==> config.mk <==
export PLATFORM = sky130hd
export DESIGN_NAME = lrsc_monitor
export DESIGN_NICKNAME = d
export VERILOG_FILES = /design/src/rtl/lrsc_monitor.sv
export SDC_FILE = /design/constraint.sdc
export NUM_CORES = 1
export LEC_CHECK = 0
export BUFFER_PORTS_ARGS = -buffer_cell sky130_fd_sc_hd__buf_4
export CAP_MARGIN = 20
export CORE_ASPECT_RATIO = 0.7
export CORE_MARGIN = 4
export CORE_UTILIZATION = 40
export DETAILED_ROUTE_END_ITERATION = 10
export GPL_ROUTABILITY_DRIVEN = 0
export PLACE_DENSITY = 0.76
export SYNTH_ARGS = -nofsm -noshare
export SYNTH_HDL_FRONTEND = slang
export SYNTH_SLANG_ARGS = --single-unit
==> constraint.sdc <==
create_clock -name clk -period 1.7 [get_ports clk]
set_input_delay 0.17 -clock clk [delete_from_list [all_inputs] [get_ports clk]]
set_output_delay 0.17 -clock clk [all_outputs]
set_load 0.02 [all_outputs]
==> src/rtl/lrsc_monitor.sv <==
module lrsc_monitor #(
  parameter int ADDR_W      = 32,
  parameter int BLOCK_BYTES = 64
) (
  input  logic              clk,
  input  logic              rst_n,
  input  logic              weak_mode,
  input  logic              req_valid,
  input  logic [1:0]        req_op,
  input  logic [ADDR_W-1:0] req_addr,
  input  logic              snoop_valid,
  input  logic [ADDR_W-1:0] snoop_addr,
  input  logic              clear_evt,
  output logic              mem_we,
  output logic              sc_done,
  output logic              sc_ok
);
  localparam int OFF   = $clog2(BLOCK_BYTES);
  localparam int BLK_W = ADDR_W - OFF;

  logic             rv_q;
  logic [BLK_W-1:0] rblk_q;

  wire [BLK_W-1:0] req_blk   = req_addr[ADDR_W-1:OFF];
  wire [BLK_W-1:0] snoop_blk = snoop_addr[ADDR_W-1:OFF];

  wire is_lr  = req_valid && req_op == 2'b10;
  wire is_sc  = req_valid && req_op == 2'b11;
  wire is_acc = req_valid && !req_op[1];

  wire req_hit   = rv_q && req_blk == rblk_q;
  wire snoop_hit = snoop_valid && (weak_mode || (rv_q && snoop_blk == rblk_q));
  wire snoop_new = snoop_valid && (weak_mode || snoop_blk == req_blk);
  wire acc_kill  = is_acc && (weak_mode || req_hit);

  assign mem_we = is_sc && req_hit && !snoop_hit && !clear_evt;

  always_ff @(posedge clk) begin
    if (!rst_n) begin
      rv_q    <= 1'b0;
      rblk_q  <= '0;
      sc_done <= 1'b0;
      sc_ok   <= 1'b0;
    end else begin
      sc_done <= is_sc;
      sc_ok   <= mem_we;
      if (clear_evt) rv_q <= 1'b0;
      else if (is_lr) begin
        rv_q   <= !snoop_new;
        rblk_q <= req_blk;
      end else if (is_sc || acc_kill || snoop_hit) rv_q <= 1'b0;
    end
  end


  we_gate_chk: assert property (@(posedge clk) disable iff (!rst_n)
    mem_we |-> (req_valid && req_op == 2'b11));

  done_follow_chk: assert property (@(posedge clk) disable iff (!rst_n)
    (req_valid && req_op == 2'b11) |=> sc_done);

  ok_in_done_chk: assert property (@(posedge clk) disable iff (!rst_n)
    sc_ok |-> sc_done);

  we_to_ok_chk: assert property (@(posedge clk) disable iff (!rst_n)
    mem_we |=> sc_ok);

  sc_consume_chk: assert property (@(posedge clk) disable iff (!rst_n)
    (req_valid && req_op == 2'b11) |=> !rv_q);

  clear_kill_chk: assert property (@(posedge clk) disable iff (!rst_n)
    clear_evt |=> !rv_q);

  snoop_block_chk: assert property (@(posedge clk) disable iff (!rst_n)
    (snoop_valid && weak_mode) |-> !mem_we);
endmodule

==> reports/metrics.csv, run 1 <==
stage;metric;value;unit
outcome;status;finished with violations;
outcome;failing checks;negative setup slack;
cts;H-tree levels;2;
cts;CTS tree;done;
layout;nets@finish;378;
worst_setup_path;Worst Setup End Kind;output pin;
synthesis;Syn Nets;311;
floorplan;IO Pins;75;
global_routing;largest net degree at the start of global routing;27;
detailed_routing;Via density;5.18;
synthesis;YS warnings;0;
layout;antenna diode count;0;
layout;fillcell total;422;
placement;dpl cells;352;
global_routing;total grt overflow;0;
worst_setup_path;Worst path slowest cell;dfxtp_2;
job;max_cap viols;0;
detailed_routing;initial drt markers;81;
worst_setup_path;data arrival time at the worst-slack endpoint;1770;ps
placement;port bufs;62;
synthesis;average size of a mapped cell;8.03;um2
floorplan;initial core utilization;0.428;
synthesis;Synth Area in Simple Gates;0.224;
cts;clock slew at reported path FFs;60;ps
timing;highest clock rate;0.516;GHz
synthesis;post-synthesis sequential area ratio;0.303;
floorplan;Die ar.;5980;um2
hold_path;Hold Crit Class;input port to flip-flop;
worst_setup_path;startpoint types;flip-flop;
cts;clk sink count;29;
detailed_routing;routed vias;1870;
worst_setup_path;crit-path max cell delay;330;ps
synthesis;post-synthesis mux area share;0;
pwr;Pwr Total;1.66;mW
timing;Tmin final;1940;ps
timing;final hold viol count;0;
floorplan;die width;90.8;um
timing;Layout Skew;6.02;ps
synthesis;main combinational cell family by area after synthesis;XOR/XNOR gates;
floorplan;row count;20;
layout;most frequent cells in the layout;buf_4, nand2_1, xnor2_1, xor2_1, a21oi_1;
global_routing;Total Routing Usage GR;0.188;
worst_setup_path;Worst EP required;1530;ps
cts;CTS Buf Count;5;
global_routing;global-route wire length before repair;8610;um
cts;clk buf depth;2;
timing;Slew Limit Headroom;0.656;
global_routing;number of antenna violations at the first check in global routing;0;
worst_setup_path;CP delay by family, top;simple AND/OR/NAND/NOR gates;
cts;cts hold-fix bufs;0;
pwr;Leakage;1.01;nW
layout;final non-filler cell total;361;
global_routing;vias in the first global route;1729;
timing;Slew @ Worst Pin;503;ps
synthesis;Post-Synth XOR/XNOR Area;0.356;
synthesis;Cell Area, Synth;1920;um2
synthesis;adder-cell share of the synthesized area;0;
worst_setup_path;CP max FO;3;
placement;DP Wirelength;4300;um
placement;dpl ws;26.4;ps
synthesis;complex-gate fraction of the synthesized area;0.0965;
timing;worst setup margin;-236;ps
pwr;Max VDD drop;276;uV
detailed_routing;DR pass1 iterations;4;
layout;layout cells sized above 1;0.278;
cts;clk root buf;clkbuf_8;
timing;RSZ-0062 raised after global routing;true;
pwr;PwrDens;646;nW/um2
detailed_routing;WL final;5480;um
timing;final worst-path cycle share;1.14;
detailed_routing;Routed Antenna Nets;0;
worst_setup_path;WS Path Type;flip-flop to output pin;
synthesis;Yosys reg bits;29;
cts;clk_lat worst skew;280;ps
detailed_routing;DRC Markers;0;
floorplan;DIE HEIGHT;65.9;um
timing;setup violators final;2;
worst_setup_path;Worst Path Buf+Inv;1;
layout;final core occ;0.576;
floorplan;core area;4480;um2
layout;Area Overhead vs Synth;34.4;%
synthesis;Post-Synthesis Cells;239;
worst_setup_path;CP Cell Sequence;xor2_1 > nor4_2 > nand4_1 > o2111ai_2 > nor2_1 > buf_4;
layout;leading cell type in the layout, fill and taps excluded;buf_4;
detailed_routing;drt wl/cell;15.2;um
synthesis;post-synthesis cell type count;21;
timing;Final Max Slew Viols;0;
cell usage after synthesis:
cell type,count,area (um2)
dfxtp_1,29,581
xnor2_1,41,359
nor3_1,3,15.0
nor2_1,4,15.0
a22o_1,1,8.76
nor4_1,8,50.1
clkinv_1,1,3.75
or3_1,1,6.26
o21ba_1,1,10.0
buf_2,5,25.0
a21oi_1,28,140
nand3_1,4,20.0
xor2_1,37,324
nand2_1,55,206
clkbuf_1,2,7.51
nand4_1,12,75.1
a2111oi_0,1,8.76
nor4_2,2,25.0
inv_1,1,3.75
nor3_4,1,16.3
o2111ai_1,2,17.5
path summary, 6_finish.rpt:
path / cells past startpoint / slack (ps) / end / from
hold / removal: 3 / 150 / rblk_q[13] / req_addr[19]
setup / recovery: 6 / -240 / mem_we / rblk_q[13]
setup reg to reg: 7 / -90 / rv_q / rblk_q[13]
hold reg to reg: 2 / 480 / rblk_q[1] / rblk_q[1]
power breakdown:
part | switching, mW | total [mW] | internal, mW | leakage, nW
Sequential | 0.0142 | 0.708 | 0.694 | 0.237
Clock | 0.263 | 0.584 | 0.321 | 0.0443
Combinational | 0.180 | 0.373 | 0.193 | 0.725
registers in the layout (all words and copies together) (netlist names):
signal   cells
rblk_q      26
sc_done      1
rv_q         1
sc_ok        1
logic make-up after synthesis:
group | Yosys count
compound gates | 33
xor+xnor | 78
buf+inv | 9
flops | 29
simple gates | 90
layer usage:
layer	GRT usage	wire length [um]	vias up
li1	-	-	938
met1	0.263	2640	848
met2	0.275	2260	76
met3	0.0569	509	8
met4	0.0592	72	0
met5	0	0	-
worst reg2reg max path, stage by stage, from the launching register on:
cell and delay [ps]:
dfxtp_2 330, xor2_1 170, nor4_2 310, nand4_1 220, buf_4 190, buf_4 120, o21ba_1 170, a22o_1 180
per-stage QoR:
| step | cell area (um2) | hold WS, ps | TNS, ps |
|---|---|---|---|
| after global routing | 2580 | 154 | -501 |
| after floorplan | 1920 | 306 | 0 |
| final | 2580 | 147 | -323 |
| after CTS | 2560 | 141 | -220 |
| after global placement | 2440 | 441 | 0 |
| after detailed placement | 2440 | 442 | 0 |
layout make-up:
| cell class | count | area [um2] | area share |
|---|---|---|---|
| multi-input combinational | 201 | 1330 | 0.515 |
| sequential | 29 | 586 | 0.227 |
| timing repair buffer | 67 | 503 | 0.195 |
| clock buffer | 7 | 86.3 | 0.0335 |
| tap | 55 | 68.8 | 0.0267 |
| inverter | 2 | 7.51 | 0.00291 |
timing repair:
action	in CTS	in global routing
setup endpoints to repair	1	2
pin swaps	4	1
setup buffers	1	1
gates resized for setup	4	5
Note: power is estimated with default switching activity, not from simulation.
==> run 2, diff against run 1 <==
PLACE_DENSITY = 0.78   (was 0.76)
clock period = 1.6 ns   (was 1.7 ns; I/O delays follow)
==> run 2 against run 1 <==
Compared with the run above: the flow still finishes with violations (negative setup slack); critical path type unchanged; via count grew 0.37%; worst setup slack lost 170 ps; highest routed layer unchanged; design area is 0.53% lower.
==> reports/metrics.csv, run 2 (synthesis gave the netlist of run 1 again) <==
stage;metric;value;unit
detailed_routing;Via density;5.14;
timing;Layout Skew;2.16;ps
timing;worst setup margin;-405;ps
global_routing;largest net degree at the start of global routing;28;
timing;Tmin final;2010;ps
global_routing;Total Routing Usage GR;0.192;
pwr;Flop pwr share;0.432;
floorplan;IO Pins;75;
worst_setup_path;WS Path Type;flip-flop to output pin;
cts;H-tree levels;2;
pwr;PwrDens;678;nW/um2
placement;DP Wirelength;4440;um
layout;Area Overhead vs Synth;33.7;%
pwr;Pwr Total;1.74;mW
timing;final hold viol count;0;
pwr;clock share of power;0.339;
worst_setup_path;FF-to-FF path depth;5;
detailed_routing;DR pass1 iterations;4;
worst_setup_path;Worst path slowest cell;nor4_1;
detailed_routing;DRC Markers;0;
floorplan;die width;90.8;um
worst_setup_path;CP delay by family, top;simple AND/OR/NAND/NOR gates;
detailed_routing;routed vias;1877;
cts;clk_lat worst skew;290;ps
pwr;Leakage;1.01;nW
floorplan;DIE HEIGHT;65.9;um
worst_setup_path;data arrival time at the worst-slack endpoint;1850;ps
layout;nets@finish;381;
job;max_cap viols;0;
hold_path;Hold Path End;rblk_q[6];
layout;final non-filler cell total;365;
timing;RSZ-0062 raised after global routing;true;
pwr;Logic pwr share;0.229;
timing;Slew @ Worst Pin;802;ps
timing;Slew Limit Headroom;0.462;
cts;clk buf depth;2;
layout;leading cell type in the layout, fill and taps excluded;buf_4;
global_routing;global-route wire length before repair;8850;um
cts;CTS Buf Count;5;
cts;clock slew at reported path FFs;60;ps
timing;setup violators final;1;
hold_path;hold path depth;3;
worst_setup_path;RR Endpoint;sc_ok;
worst_setup_path;startpoint types;flip-flop;
hold_path;Hold Startpoint;req_addr[12];
outcome;status;finished with violations;
worst_setup_path;CP max FO;2;
pwr;Int Pwr;1.25;mW
worst_setup_path;Worst Setup End Kind;output pin;
floorplan;row count;20;
cts;cts hold-fix bufs;0;
detailed_routing;WL final;5580;um
global_routing;vias in the first global route;1827;
layout;max FFs per register;26;
hold_path;Hold Crit Class;input port to flip-flop;
layout;antenna diode count;0;
global_routing;number of antenna violations at the first check in global routing;0;
detailed_routing;drt wl/cell;15.3;um
cts;CTS tree;done;
timing;highest clock rate;0.499;GHz
worst_setup_path;Worst Path Buf+Inv;1;
floorplan;initial core utilization;0.428;
worst_setup_path;FF-to-FF setup slack;100;ps
worst_setup_path;R2R Path Start;rblk_q[6];
global_routing;total grt overflow;0;
layout;Largest Register;rblk_q;
timing;worst hold slack;141;ps
placement;port bufs;62;
floorplan;Die ar.;5980;um2
pwr;Sw Pwr;0.488;mW
outcome;failing checks;negative setup slack;
worst_setup_path;CP Cell Sequence;xor2_1 > nor4_1 > nand4_1 > o2111ai_1 > nor2_1 > buf_4;
timing;final worst-path cycle share;1.25;
detailed_routing;initial drt markers;123;
floorplan;core area;4480;um2
cts;clk root buf;clkbuf_8;
worst_setup_path;Worst EP required;1440;ps
cts;clk sink count;29;
detailed_routing;Routed Antenna Nets;0;
pwr;Max VDD drop;353;uV
layout;most frequent cells in the layout;buf_4, nand2_1, xnor2_1, xor2_1, dfxtp_1;
layout;layout cells sized above 1;0.255;
timing;Final Max Slew Viols;0;
worst_setup_path;crit-path max cell delay;330;ps
pwr;Sw Share;0.280;
placement;dpl cells;357;
run 2: cell types whose count changed in the layout (fill, tap and decap cells not counted), sizes merged:
cell / before / now
buf: 67 / 70
clkbuf: 7 / 8
run 2: worst max-delay path by stage:
stage / start / end / slack (ps) / cells after the start
after global routing: rblk_q[4] / mem_we / -540 / 6
after CTS: rblk_q[6] / mem_we / -400 / 6
after global placement: rblk_q[6] / mem_we / -80 / 6
after floorplan: rblk_q[3] / mem_we / 90 / 5
final: rblk_q[6] / mem_we / -410 / 6
after detailed placement: rblk_q[4] / mem_we / -80 / 6
run 2: layer usage:
metal,wire length [um],global-route usage,part of all wire
met1,2610,0.265,0.47
met2,2390,0.283,0.43
met3,512,0.0557,0.092
met4,73,0.0687,0.013
met5,0,0,0
run 2: through the flow:
step	util	cell area [um2]	setup WS, ps	TNS, ps
final	0.573	2560	-405	-405
after global routing	0.573	2560	-542	-542
after CTS	0.572	2560	-400	-400
after detailed placement	0.554	2480	-76.6	-76.6
after global placement	0.554	2480	-82.5	-82.5
after floorplan	-	1920	86.2	0
run 2: layout make-up:
type                    count  area (um2)
flip-flops and latches     29         581
inverters                   2        7.51
clock buffers               8        80.1
multi-input cells         201        1300
fillers                   438        1910
well taps                  55        68.8
repair buffers             70         526
run 2: what timing repair did:
item | in CTS | in global routing
endpoints found under the setup margin | 1 | 1
setup buffers | 0 | 0
gates resized for setup | 0 | 1
pin swaps | 1 | 0
endpoints found under the hold margin | 0 | 0
run 2: power by group through the flow:
stage          registers, mW  clock network, mW  logic [mW]
2_1_floorplan          0.766                  0       0.173
3_3_place_gp           0.766                  0       0.391
3_5_place_dp           0.767                  0       0.396
4_1_cts                0.751              0.612       0.398
5_1_grt                0.753              0.641       0.433
6_report               0.751              0.590       0.399
run 2: tightest hold or removal path, cell delays in order:
cell and delay, ps:
buf_4 120, nand2_1 50, a21oi_1 50
==> run 3, diff against run 2 <==
ABC_AREA = 1   (was default)
PLACE_DENSITY = 0.75   (was 0.78)
==> run 3 against run 2 <==
Compared with the run above: sequential share of layout area is 4.3 points lower; total power is 11% higher; routed wire length is 34% higher; the flow still finishes with violations (negative setup slack); design area is 27% higher; maximum frequency is 11% higher; worst setup slack better by 200 ps.
==> reports/metrics.csv, run 3 <==
stage;metric;value;unit
placement;Cell Area, Placed;3030;um2
outcome;failing checks;negative setup slack;
hold_path;Hold Crit Class;input port to flip-flop;
cts;clk sink count;29;
worst_setup_path;Worst Setup End Kind;output pin;
timing;Final Max Slew Viols;0;
layout;layout cells sized above 1;0.250;
worst_setup_path;Worst EP required;1440;ps
pwr;Max VDD drop;270;uV
synthesis;Post-synth top cells;nand2_1, inv_1, nor2_1;
cts;clk buf depth;2;
timing;Layout Skew;4.14;ps
pwr;PwrDens;591;nW/um2
floorplan;DIE HEIGHT;74.1;um
global_routing;largest net degree at the start of global routing;52;
synthesis;post-synthesis sequential area ratio;0.233;
synthesis;top cell type by total area after synthesis;nand2_1;
global_routing;total grt overflow;0;
synthesis;Top FF cell, synth;dfxtp_1;
timing;setup_tns;-383;ps
timing;RSZ-0062 raised after global routing;true;
global_routing;number of antenna violations at the first check in global routing;0;
worst_setup_path;CP max FO;3;
detailed_routing;Via density;4.81;
global_routing;global-route wire length before repair;11700;um
worst_setup_path;startpoint types;flip-flop;
floorplan;die width;102;um
synthesis;Post-Synthesis Cells;460;
synthesis;post-synthesis cell type count;26;
synthesis;average size of a mapped cell;5.43;um2
outcome;status;finished with violations;
layout;leading cell type in the layout, fill and taps excluded;nand2_1;
layout;fin area;3260;um2
cts;clk_lat worst skew;290;ps
timing;final hold viol count;0;
hold_path;hold path depth;4;
job;max_cap viols;0;
detailed_routing;initial drt markers;233;
synthesis;EDFF count, synth;0;
detailed_routing;drt wl/cell;12.4;um
pwr;Pwr Total;1.93;mW
synthesis;Yosys reg bits;29;
layout;most frequent cells in the layout;nand2_1, buf_4, inv_1, nor2_1, a21oi_1;
global_routing;vias in the first global route;2612;
placement;DP Wirelength;6040;um
layout;Area Overhead vs Synth;30.5;%
detailed_routing;DR pass1 iterations;5;
cts;clk root buf;clkbuf_8;
synthesis;Synth area leaders;nand2_1, dfxtp_1, inv_1;
detailed_routing;WL final;7470;um
global_routing;Total Routing Usage GR;0.200;
worst_setup_path;FF-to-FF path depth;11;
timing;worst setup margin;-202;ps
synthesis;Syn Nets;532;
timing;final worst-path cycle share;1.13;
timing;highest clock rate;0.555;GHz
cts;CTS Buf Count;5;
timing;Slew Limit Headroom;0.667;
layout;Largest Register;rblk_q;
synthesis;Cell Area, Synth;2500;um2
placement;port bufs;62;
worst_setup_path;data arrival time at the worst-slack endpoint;1640;ps
layout;antenna diode count;0;
detailed_routing;DRC Markers;0;
timing;Tmin final;1800;ps
floorplan;Die ar.;7590;um2
cts;cts hold-fix bufs;0;
pwr;Leakage;1.67;nW
synthesis;post-synth top area share;0.262;
detailed_routing;routed vias;2904;
synthesis;Async S/R FF share, synth;0;
floorplan;row count;23;
timing;Slew @ Worst Pin;499;ps
detailed_routing;Routed Antenna Nets;0;
worst_setup_path;WS Path Type;flip-flop to output pin;
cts;H-tree levels;2;
layout;max FFs per register;26;
floorplan;initial core utilization;0.425;
layout;nets@finish;600;
cts;CTS tree;done;
timing;setup violators final;2;
synthesis;top-count cell post-synth;nand2_1;
cts;clock slew at reported path FFs;60;ps
floorplan;IO Pins;75;
synthesis;YS warnings;0;
floorplan;core area;5870;um2
==> run 3: kinds of logic after synthesis <==
group	Yosys count	synth area share
AO/OA/AOI/OAI	68	0.142
XOR/XNOR	29	0.102
buffers and inverters	89	0.134
flip-flops	29	0.233
AND/OR/NAND/NOR	245	0.389
==> run 3: through the flow <==
stage	utilization	std cells	hold WS (ps)	setup slack, ps
after floorplan	-	460	310	142
after global placement	0.516	590	436	73.7
after detailed placement	0.516	590	436	30.3
after CTS	0.539	602	134	-206
after global routing	0.555	604	158	-293
final	0.555	604	146	-202
==> run 3: report_power, final <==
group / total, mW / switching (mW) / leakage, nW / internal [mW]
logic: 0.558 / 0.311 / 1.38 / 0.247
clock network: 0.595 / 0.287 / 0.0395 / 0.309
registers: 0.772 / 0.0223 / 0.242 / 0.749
total: 1.93 / 0.620 / 1.67 / 1.30
==> run 3: path summary, 6_finish.rpt <==
path                                 start   endpoint  slack [ps]
worst max-delay path            rblk_q[18]     mem_we        -200
worst min-delay path             clear_evt       rv_q         150
worst min register to register   rblk_q[9]  rblk_q[9]         470
worst max register to register  rblk_q[18]      sc_ok        -180
==> run 3: cell type report <==
cell class,count,area [um2]
inverters,81,304
flip-flops and latches,29,597
well taps,75,93.8
multi-input cells,342,1660
clock buffers,8,80.1
repair buffers,69,526
fillers,591,2610
==> run 3: timing repair <==
item	CTS	global route
setup endpoints to repair	1	3
cloned	0	0
resized for setup	10	28
pin swaps	4	15
setup buffers	4	3
==> run 3: worst max-delay path, stage by stage, from the launching register on <==
cell      delay, ps
dfxtp_2         340
xor2_2          150
nand2b_4        140
nor3_2          160
nand2_1          80
nor2_2          120
nand3_2          90
a21oi_2         140
buf_6           130
==> run 3: routing by layer <==
layer  share of wire  up-vias  GRT usage
met3           0.077        9     0.0478
met1            0.48     1279      0.285
met4          0.0094        0     0.0437
li1                -     1528          -
met5               0        -          0
met2            0.43       88      0.306
